File: src/rtl/texel_fetch_pkg.sv
package texel_fetch_pkg;
  typedef enum logic [1:0] {
    ST_IDLE  = 2'd0,
    ST_BURST = 2'd1,
    ST_RESP  = 2'd2
  } fetchState_t;

  // strobes from control to datapath
  typedef struct packed {
    logic loadReq;     // latch request fields, clear word index
    logic captureWord; // current memory word is valid this cycle
    logic advanceWord; // step to next burst word
    logic finishTile;  // last word captured, register the colour
  } ctrlStrobe_t;
endpackage

File: src/rtl/tf_ctrl.sv
module tf_ctrl
  import texel_fetch_pkg::*;
#(
  parameter int FIRST_WAIT = 7,
  parameter int NEXT_WAIT  = 3
) (
  input  logic        clk,
  input  logic        rstN,
  input  logic        reqValid,
  input  logic        rspReady,
  input  logic        lastWord,
  output ctrlStrobe_t strobe,
  output logic        reqReady,
  output logic        rspValid,
  output logic        memRd
);
  localparam int MAX_WAIT = (FIRST_WAIT > NEXT_WAIT) ? FIRST_WAIT : NEXT_WAIT;
  localparam int WAIT_W   = $clog2(MAX_WAIT + 1);

  fetchState_t state;
  logic [WAIT_W-1:0] waitCnt;
  logic waitDone;

  assign waitDone = (waitCnt == WAIT_W'(1));

  always_ff @(posedge clk) begin
    if (!rstN) begin
      state   <= ST_IDLE;
      waitCnt <= '0;
    end else begin
      case (state)
        ST_IDLE: if (reqValid) begin
          state   <= ST_BURST;
          waitCnt <= WAIT_W'(FIRST_WAIT);
        end
        ST_BURST: begin
          if (waitDone) begin
            if (lastWord) state <= ST_RESP;
            else          waitCnt <= WAIT_W'(NEXT_WAIT);
          end else begin
            waitCnt <= waitCnt - WAIT_W'(1);
          end
        end
        ST_RESP: if (rspReady) state <= ST_IDLE;
        default: state <= ST_IDLE;
      endcase
    end
  end

  assign reqReady = (state == ST_IDLE);
  assign rspValid = (state == ST_RESP);
  assign memRd    = (state == ST_BURST);

  always_comb begin
    strobe.loadReq     = reqReady && reqValid;
    strobe.captureWord = memRd && waitDone;
    strobe.advanceWord = strobe.captureWord && !lastWord;
    strobe.finishTile  = strobe.captureWord && lastWord;
  end
endmodule

File: src/rtl/tf_datapath.sv
module tf_datapath
  import texel_fetch_pkg::*;
#(
  parameter int U_W     = 8,
  parameter int V_W     = 8,
  parameter int ADDR_W  = 20,
  parameter int COLOR_W = 8
) (
  input  logic               clk,
  input  logic               rstN,
  input  ctrlStrobe_t        strobe,
  input  logic [U_W-1:0]     reqU,
  input  logic [V_W-1:0]     reqV,
  input  logic [ADDR_W-1:0]  texBase,
  input  logic               palWe,
  input  logic [3:0]         palIdx,
  input  logic [COLOR_W-1:0] palData,
  input  logic [15:0]        memData,
  output logic [ADDR_W-1:0]  memAddr,
  output logic               lastWord,
  output logic [COLOR_W-1:0] rspColor
);
  localparam int WORD_W    = 16;
  localparam int TILE_BITS = 64;
  localparam int WORDS     = TILE_BITS / WORD_W;
  localparam int IDX_W     = $clog2(WORDS);
  localparam int CODE_W    = 4;
  localparam int PAL_DEPTH = 1 << CODE_W;
  localparam int TILE_IDX_W = (U_W - 2) + (V_W - 2);

  logic [ADDR_W-1:0]     tileAddr;
  logic [IDX_W-1:0]      wordIdx;
  logic [3:0]            subIdx;
  logic [WORD_W-1:0]     tileBuf [WORDS-1];
  logic [TILE_BITS-1:0]  tileBits;
  logic [CODE_W-1:0]     code;
  logic [COLOR_W-1:0]    palMem [PAL_DEPTH];
  logic [COLOR_W-1:0]    colorReg;
  logic [TILE_IDX_W-1:0] tileIdx;

  // row-major tiles, power-of-two row length
  assign tileIdx = {reqV[V_W-1:2], reqU[U_W-1:2]};

  always_ff @(posedge clk) begin
    if (!rstN) begin
      tileAddr <= '0;
      wordIdx  <= '0;
      subIdx   <= '0;
    end else if (strobe.loadReq) begin
      tileAddr <= texBase + ADDR_W'({tileIdx, 2'b00});
      wordIdx  <= '0;
      subIdx   <= {reqV[1:0], reqU[1:0]};
    end else if (strobe.advanceWord) begin
      wordIdx  <= wordIdx + IDX_W'(1);
    end
  end

  assign memAddr  = tileAddr + ADDR_W'(wordIdx);
  assign lastWord = (wordIdx == IDX_W'(WORDS - 1));

  generate
    for (genvar k = 0; k < WORDS - 1; k++) begin : g_word
      always_ff @(posedge clk) begin
        if (!rstN) tileBuf[k] <= '0;
        else if (strobe.captureWord && wordIdx == IDX_W'(k)) tileBuf[k] <= memData;
      end
    end
    for (genvar p = 0; p < PAL_DEPTH; p++) begin : g_pal
      always_ff @(posedge clk) begin
        if (!rstN) palMem[p] <= '0;
        else if (palWe && palIdx == 4'(p)) palMem[p] <= palData;
      end
    end
  endgenerate

  always_comb begin
    for (int k = 0; k < WORDS - 1; k++) tileBits[k*WORD_W +: WORD_W] = tileBuf[k];
    tileBits[(WORDS-1)*WORD_W +: WORD_W] = memData;
  end

  assign code = tileBits[int'(subIdx)*CODE_W +: CODE_W];

  always_ff @(posedge clk) begin
    if (!rstN) colorReg <= '0;
    else if (strobe.finishTile) colorReg <= palMem[code];
  end

  assign rspColor = colorReg;
endmodule

File: src/rtl/texel_tile_fetch.sv
module texel_tile_fetch
  import texel_fetch_pkg::*;
#(
  parameter int U_W        = 8,
  parameter int V_W        = 8,
  parameter int ADDR_W     = 20,
  parameter int COLOR_W    = 8,
  parameter int FIRST_WAIT = 7,
  parameter int NEXT_WAIT  = 3
) (
  input  logic               clk,
  input  logic               rstN,
  input  logic               reqValid,
  output logic               reqReady,
  input  logic [U_W-1:0]     reqU,
  input  logic [V_W-1:0]     reqV,
  input  logic [ADDR_W-1:0]  texBase,
  output logic               rspValid,
  input  logic               rspReady,
  output logic [COLOR_W-1:0] rspColor,
  input  logic               palWe,
  input  logic [3:0]         palIdx,
  input  logic [COLOR_W-1:0] palData,
  output logic [ADDR_W-1:0]  memAddr,
  output logic               memRd,
  input  logic [15:0]        memData
);
  ctrlStrobe_t strobe;
  logic lastWord;

  tf_ctrl #(.FIRST_WAIT(FIRST_WAIT), .NEXT_WAIT(NEXT_WAIT)) u_ctrl (
    .clk(clk), .rstN(rstN), .reqValid(reqValid), .rspReady(rspReady),
    .lastWord(lastWord), .strobe(strobe), .reqReady(reqReady),
    .rspValid(rspValid), .memRd(memRd)
  );

  tf_datapath #(.U_W(U_W), .V_W(V_W), .ADDR_W(ADDR_W), .COLOR_W(COLOR_W)) u_dp (
    .clk(clk), .rstN(rstN), .strobe(strobe), .reqU(reqU), .reqV(reqV),
    .texBase(texBase), .palWe(palWe), .palIdx(palIdx), .palData(palData),
    .memData(memData), .memAddr(memAddr), .lastWord(lastWord), .rspColor(rspColor)
  );
endmodule

File: config.mk
export PLATFORM = sky130hd
export DESIGN_NAME = texel_tile_fetch
export DESIGN_NICKNAME = d
export VERILOG_FILES = /design/src/rtl/texel_fetch_pkg.sv /design/src/rtl/tf_ctrl.sv /design/src/rtl/tf_datapath.sv /design/src/rtl/texel_tile_fetch.sv
export SDC_FILE = /design/constraint.sdc
export NUM_CORES = 1
export LEC_CHECK = 0
export BUFFER_PORTS_ARGS = -buffer_cell sky130_fd_sc_hd__buf_2
export CAP_MARGIN = 30
export CORE_MARGIN = 2
export CORE_UTILIZATION = 45
export CTS_CLUSTER_SIZE = 30
export DETAILED_ROUTE_END_ITERATION = 10
export PLACE_DENSITY = 0.74
export SLEW_MARGIN = 40
export SYNTH_ARGS = -nofsm -noshare
export SYNTH_HDL_FRONTEND = slang
export SYNTH_HIERARCHICAL = 1
export SYNTH_SLANG_ARGS = --single-unit
export TNS_END_PERCENT = 30
File: constraint.sdc
create_clock -name clk -period 3 [get_ports clk]
set_input_delay 0.15 -clock clk [delete_from_list [all_inputs] [get_ports clk]]
set_output_delay 0.15 -clock clk [all_outputs]
set_load 0.02 [all_outputs]
==> flow_metrics.py, run 1 <==
metrics = {
    "outcome": {
        "outcome": "complete, no violations",
    },
    "synth": {
        "yosysSeqAreaShare_pct": 56.02,
        "synth_edf_count": 176,
        "postSynthCellCount": 969,
        "yosysTopAreaCellShare_pct": 48.81,
        "yosys_warnings": 6,
        "yosys_most_used_dff": "edfxtp_1",
        "avgSynthCellArea_sq_um": 11.17,
        "syn-num-nets": 1060,
        "yosys_register_bits": 215,
        "async_reset_ff_share_pct": 0,
        "synth_area_sq_mm": 0.01083,
        "yosysUniqueCellTypes": 56,
        "synth_top_area_cell": "edfxtp_1",
        "synth.area.top_cells": "edfxtp_1 49%, and2_1 10%, dfxtp_1 7.2%",
    },
    "route": {
        "drc": 0,
        "final_antenna_net_count": 0,
        "vias_per_cell": 5.532,
        "num_vias": 7988,
        "drt-total-wl_um": 27240,
        "drt_first_iter_violations": 755,
        "post_drt_wl_per_cell_um": 18.86,
        "drtPass1Iterations": 6,
    },
    "cts": {
        "cts_max_path_buffers": 3,
        "numCtsBuffers": 23,
        "cts_max_level": 1,
        "clkLatencyLatePin_ps": 510,
        "clock_sinks": 215,
        "clk_root_buffer_cell": "clkbuf_16",
        "cts_tree": "done",
        "clk_pin_slew_ps": 60,
    },
    "floorplan": {
        "dieArea_sq_mm": 0.02532,
        "start_util_pct": 45.99,
        "die_w_um": 159.1,
        "dieHeight_um": 159.1,
        "core_area_sq_mm": 0.02354,
        "rows": 56,
        "ios": 100,
    },
    "finish": {
        "final_cell_mix": "181 x and2_1, 176 x edfxtp_1, 101 x nand2_1",
        "final_util_pct": 54.66,
        "stdcell_count": 1444,
        "final_common_cell": "and2_1",
        "antenna_cells": 0,
        "final_area_sq_mm": 0.01287,
        "drive_above_1_share_pct": 17.69,
        "final_nets": 1199,
        "area_growth_syn_to_layout_pct": 18.83,
    },
    "pwr": {
        "power_density_mw_per_mm2": 571.6,
        "p_leak_nw": 5.012,
        "p_total_mw": 7.355,
        "vdd_ir_drop_max_uv": 345.6,
    },
    "setup_path": {
        "crit_path_end": "u_dp/rspColor[7]",
        "r2r_end": "u_dp/rspColor[7]",
        "worstPathBufferInverterCount": 2,
        "cp_cell_sequence": "buf_6 -> mux4_2 -> a22o_1 -> a221o_1 -> nor2_2 -> buf_4 -> o21ai_0 -> nand4_1 -> nand3_1",
        "worstSetupStartpoint": "u_dp/subIdx[0]",
        "start_kind": "flop",
        "arrival_ps": 3160,
        "slowest_stage": "mux4_2",
        "worstPathRequired_ps": 3380,
        "r2r_start": "u_dp/subIdx[0]",
        "cp-end-kind": "flop",
        "rrSetupSlack_ps": 220,
        "crit_type": "flop to flop",
        "reg2reg_depth": 9,
        "cp.depth": 9,
        "cpPeakStageDelay_ps": 520,
        "crit_fanout": 16,
        "cp_top_family": "compound AO/OA/AOI/OAI gates",
    },
    "global_routing": {
        "overflow": 0,
        "grt_pass1_vias": 7874,
        "grt_max_degree": 49,
        "antenna_found_initial": 1,
        "grt_pass1_wl_um": 42730,
        "track_usage_pct": 21.17,
    },
    "worst_hold_path": {
        "worst_hold_path_type": "primary input to flop",
    },
    "sta": {
        "clock_skew_ps": 12.70,
        "max_freq_ghz": 0.3596,
        "worstMarginPinSlew_ps": 767.8,
        "period_share_pct": 92.70,
        "fin_crit_ps": 2781,
        "tns_ps": 0,
        "rsz0062_at_grt": "no",
        "slew_violations": 0,
        "hold_viol": 0,
        "setup-violations-final": 0,
        "relSlewSlack_pct": 48.76,
    },
    "place": {
        "dpl.cell_count": 1372,
        "port_buffers": 99,
        "hpwl_um": 18610,
        "gp_congestion": 0.9122,
        "postPlaceCellArea_sq_mm": 0.01177,
    },
    "flow_run": {
        "cap_viol_max_count": 0,
    },
}
## worst min-delay path by stage
| stage | end | cells after the start | start | slack [ps] |
|---|---|---|---|---|
| floorplan | u_ctrl/waitCnt[2] | 1 | rstN | 270 |
| global placement | u_dp/tileAddr[1] | 3 | texBase[1] | 380 |
| detailed placement | u_dp/tileAddr[0] | 3 | texBase[0] | 410 |
| CTS | u_dp/tileAddr[16] | 4 | texBase[15] | 7 |
| global route | u_dp/tileAddr[15] | 3 | texBase[15] | 50 |
| finish | u_dp/tileAddr[16] | 4 | texBase[15] | 30 |
## cell families after synthesis
group | share of synthesized area (%)
xor+xnor | 2.022
compound gates | 6.875
simple gates | 23.52
fa+ha+maj | 2.681
mux | 6.436
buf+inv | 2.450
flops | 56.02
## state kept, by name, summed over array words and instances (netlist names)
signal / count
u_dp/palMem: 128
u_dp/subIdx: 4
u_dp/rspColor: 8
u_dp/tileBuf: 48
u_dp/tileAddr: 20
u_ctrl/state: 2
u_ctrl/waitCnt: 3
u_dp/wordIdx: 2
## area by class of cell
type / count / area [sq um]
Clock buffer: 28 / 594.3
Clock inverter: 14 / 171.4
Fill cell: 1993 / 10680
Inverter: 14 / 52.55
Multi-Input combinational cell: 696 / 4532
Sequential cell: 215 / 6066
Tap cell: 319 / 399.1
Timing Repair Buffer: 158 / 1052
## timing repair
item,in CTS,in global routing
hold buffers,29,0
endpoints found under the setup margin,0,7
hold endpoints to repair,60,0
resized for setup,0,4
setup buffers,0,1
## where the power goes
group | total [mW] | switching [mW] | internal (mW)
sequential | 3.47 | 0.0841 | 3.39
combinational | 0.997 | 0.614 | 0.383
clock | 2.88 | 1.13 | 1.75
## metrics by stage
| step | hold slack [ps] | setup WS, ps |
|---|---|---|
| global route | 47.11 | 54.32 |
| global placement | 384.3 | 133.1 |
| floorplan | 266.9 | 721.1 |
| detailed placement | 410.8 | 154.7 |
| CTS | 7.166 | 104.3 |
| finish | 33.44 | 219.1 |
## per-layer routing
layer	up-vias	wire length (um)	track usage [%]	part of all wire (%)
met5	-	0	0	0
met1	3834	11400	28.32	42
met2	354	12900	35.10	47
met4	0	806	7.066	3.0
met3	66	2126	3.725	7.8
li1	3734	-	-	-
## cell usage after synthesis (all sizes together), types with 11 or more instances
| cell | n |
|---|---|
| xnor2 | 14 |
| nand2 | 101 |
| edfxtp | 176 |
| mux2i | 28 |
| nor2 | 88 |
| o21ai | 39 |
| and2 | 181 |
| nand3 | 52 |
| buf | 17 |
| inv | 14 |
| mux4 | 17 |
| dfxtp | 39 |
| ha | 20 |
| xor2 | 11 |
| clkbuf | 27 |
| nand4 | 20 |
## worst reg2reg max path: stages (launching register included)
cell and delay [ps]:
dfxtp_1 490, buf_6 260, mux4_2 520, a22o_1 260, a221o_1 330, nor2_2 100
buf_4 230, o21ai_0 220, nand4_1 170, nand3_1 90
(Power assumes the default switching activity.)
==> run 2, diff against run 1 <==
Settings changed: CORE_UTILIZATION 45 to 60, PLACE_DENSITY 0.74 to 0.91.
==> run 2 against run 1 <==
Setup slack lost 21 ps. Cell count shrank 6.7%. Via count grew 5.4%. Largest power group unchanged. Fmax shrank 0.74%. First-iteration DRC count grew 24%. Critical endpoint is now memAddr[18].
==> flow_metrics.py, run 2 (synthesis results as in run 1) <==
metrics = {
    "finish": {
        "area_growth_syn_to_layout_pct": 16.14,
        "drive_above_1_share_pct": 17.17,
        "antenna_cells": 0,
        "largestRegisters": "u_dp/palMem: 128 flops, u_dp/tileBuf: 48 flops, u_dp/tileAddr: 20 flops",
        "final_common_cell": "and2_1",
        "final_cell_mix": "181 x and2_1, 176 x edfxtp_1, 101 x nand2_1",
        "final_nets": 1193,
        "largest_reg_flops": 128,
        "top_register": "u_dp/palMem",
    },
    "sta": {
        "max_freq_ghz": 0.3569,
        "fin_crit_ps": 2802,
        "clock_skew_ps": 11.93,
        "tns_ps": 0,
        "rsz0062_at_grt": "no",
        "worstMarginPinSlew_ps": 814.9,
        "slew_violations": 0,
        "setup-violations-final": 0,
        "hold_ws_ps": 18.87,
        "relSlewSlack_pct": 45.55,
        "period_share_pct": 93.39,
        "hold_viol": 0,
    },
    "cts": {
        "cts_max_path_buffers": 3,
        "clk_root_buffer_cell": "clkbuf_16",
        "clk_pin_slew_ps": 60,
        "cts_setup_buffers": 0,
        "cts_max_level": 1,
        "clock_sinks": 215,
        "clkLatencyLatePin_ps": 510,
        "cts_tree": "done",
        "numCtsBuffers": 23,
    },
    "floorplan": {
        "die_w_um": 138.3,
        "ios": 100,
        "dieArea_sq_mm": 0.01914,
        "start_util_pct": 60.69,
        "dieHeight_um": 138.3,
        "rows": 49,
        "core_area_sq_mm": 0.01784,
    },
    "global_routing": {
        "track_usage_pct": 29.32,
        "overflow": 0,
        "grt_max_degree": 65,
        "use_met1_pct": 39.15,
        "grt_pass1_wl_um": 44430,
        "met3_usage_pct": 5.023,
        "antenna_found_initial": 0,
        "top_usage_layer": "met2",
        "grt_pass1_vias": 8306,
        "grt_use_met2_pct": 47.42,
    },
    "route": {
        "final_antenna_net_count": 0,
        "post_drt_wl_per_cell_um": 21.20,
        "drt_first_iter_violations": 935,
        "drc": 0,
        "drtPass1Iterations": 6,
        "num_vias": 8423,
        "drt-total-wl_um": 28550,
        "vias_per_cell": 6.253,
    },
    "setup_path": {
        "crit_type": "flop to primary output",
        "cp-end-kind": "primary output",
        "worstPathRequired_ps": 2850,
        "start_kind": "flop",
        "reg2reg_depth": 8,
        "crit_fanout": 5,
        "arrival_ps": 2650,
    },
    "place": {
        "port_buffers": 99,
        "gp_congestion": 0.9320,
        "hpwl_um": 18280,
    },
    "worst_hold_path": {
        "worst_hold_path_type": "primary input to flop",
        "min_path_cells": 3,
    },
    "pwr": {
        "power_density_mw_per_mm2": 559.3,
        "p_leak_nw": 4.929,
        "vdd_ir_drop_max_uv": 542.4,
    },
    "outcome": {
        "outcome": "complete, no violations",
    },
    "flow_run": {
        "cap_viol_max_count": 0,
    },
}
==> run 2: cell count changes in the layout (fill, tap and decap cells not counted), sizes merged <==
cell,previous run,this run
inv,15,16
bufinv,4,0
clkbuf,28,30
buf,129,126
dlygate4sd3,29,26
clkinvlp,1,0
clkinv,8,9
==> run 2: metal layers <==
metal	vias up	part of all wire, %
li1	3727	-
met1	3964	37
met2	637	47
met3	95	12
met4	0	4.3
met5	-	0
==> run 2: final timing paths <==
| kind | end | slack (ps) | from |
|---|---|---|---|
| setup / recovery | memAddr[18] | 200 | u_dp/wordIdx[0] |
| hold / removal | u_dp/tileAddr[17] | 20 | texBase[17] |
| setup reg to reg | u_dp/rspColor[3] | 210 | u_dp/subIdx[0] |
| hold reg to reg | u_dp/rspColor[4] | 470 | u_dp/rspColor[4] |
==> run 2: cell type report <==
| cell class | instances | area, sq um |
|---|---|---|
| Fill cell | 1153 | 5265 |
| Clock buffer | 30 | 611.8 |
| Inverter | 14 | 52.55 |
| Tap cell | 229 | 286.5 |
| Multi-Input combinational cell | 696 | 4519 |
| Clock inverter | 11 | 56.30 |
| Timing Repair Buffer | 152 | 983.4 |
| Sequential cell | 215 | 6066 |
==> run 2: per-stage QoR <==
step	cells	worst slack, ps	area (sq um)	total power [mW]	utilization, %
finish	1347	198.4	12580	7.034	70.49
global placement	1280	346.6	11640	4.417	65.23
floorplan	969	721.1	10830	4.117	-
CTS	1347	160.8	12570	6.987	70.43
detailed placement	1280	261.4	11640	4.449	65.23
global route	1347	23.82	12580	7.249	70.49
==> run 2: critical path, stage by stage, from the launching register on <==
cell and delay, ps:
dfxtp_1 420, ha_1 240, fa_1 230, and3_1 230, nand3_1 220, nor3_2 270, nand2_1 100, xnor2_1 210
buf_2 220
==> run 2: repair_timing <==
item / 4_1_cts / 5_1_grt
endpoints found under the hold margin: 52 / 0
hold buffers: 26 / 0
setup endpoints to repair: 0 / 2
resized for setup: 0 / 2
==> run 2: where the power goes <==
part | leakage (nW) | internal (mW) | switching, mW
clock | 0.330 | 1.44 | 1.13
sequential | 2.04 | 3.39 | 0.0956
combinational | 2.56 | 0.366 | 0.610
total | 4.93 | 5.19 | 1.84
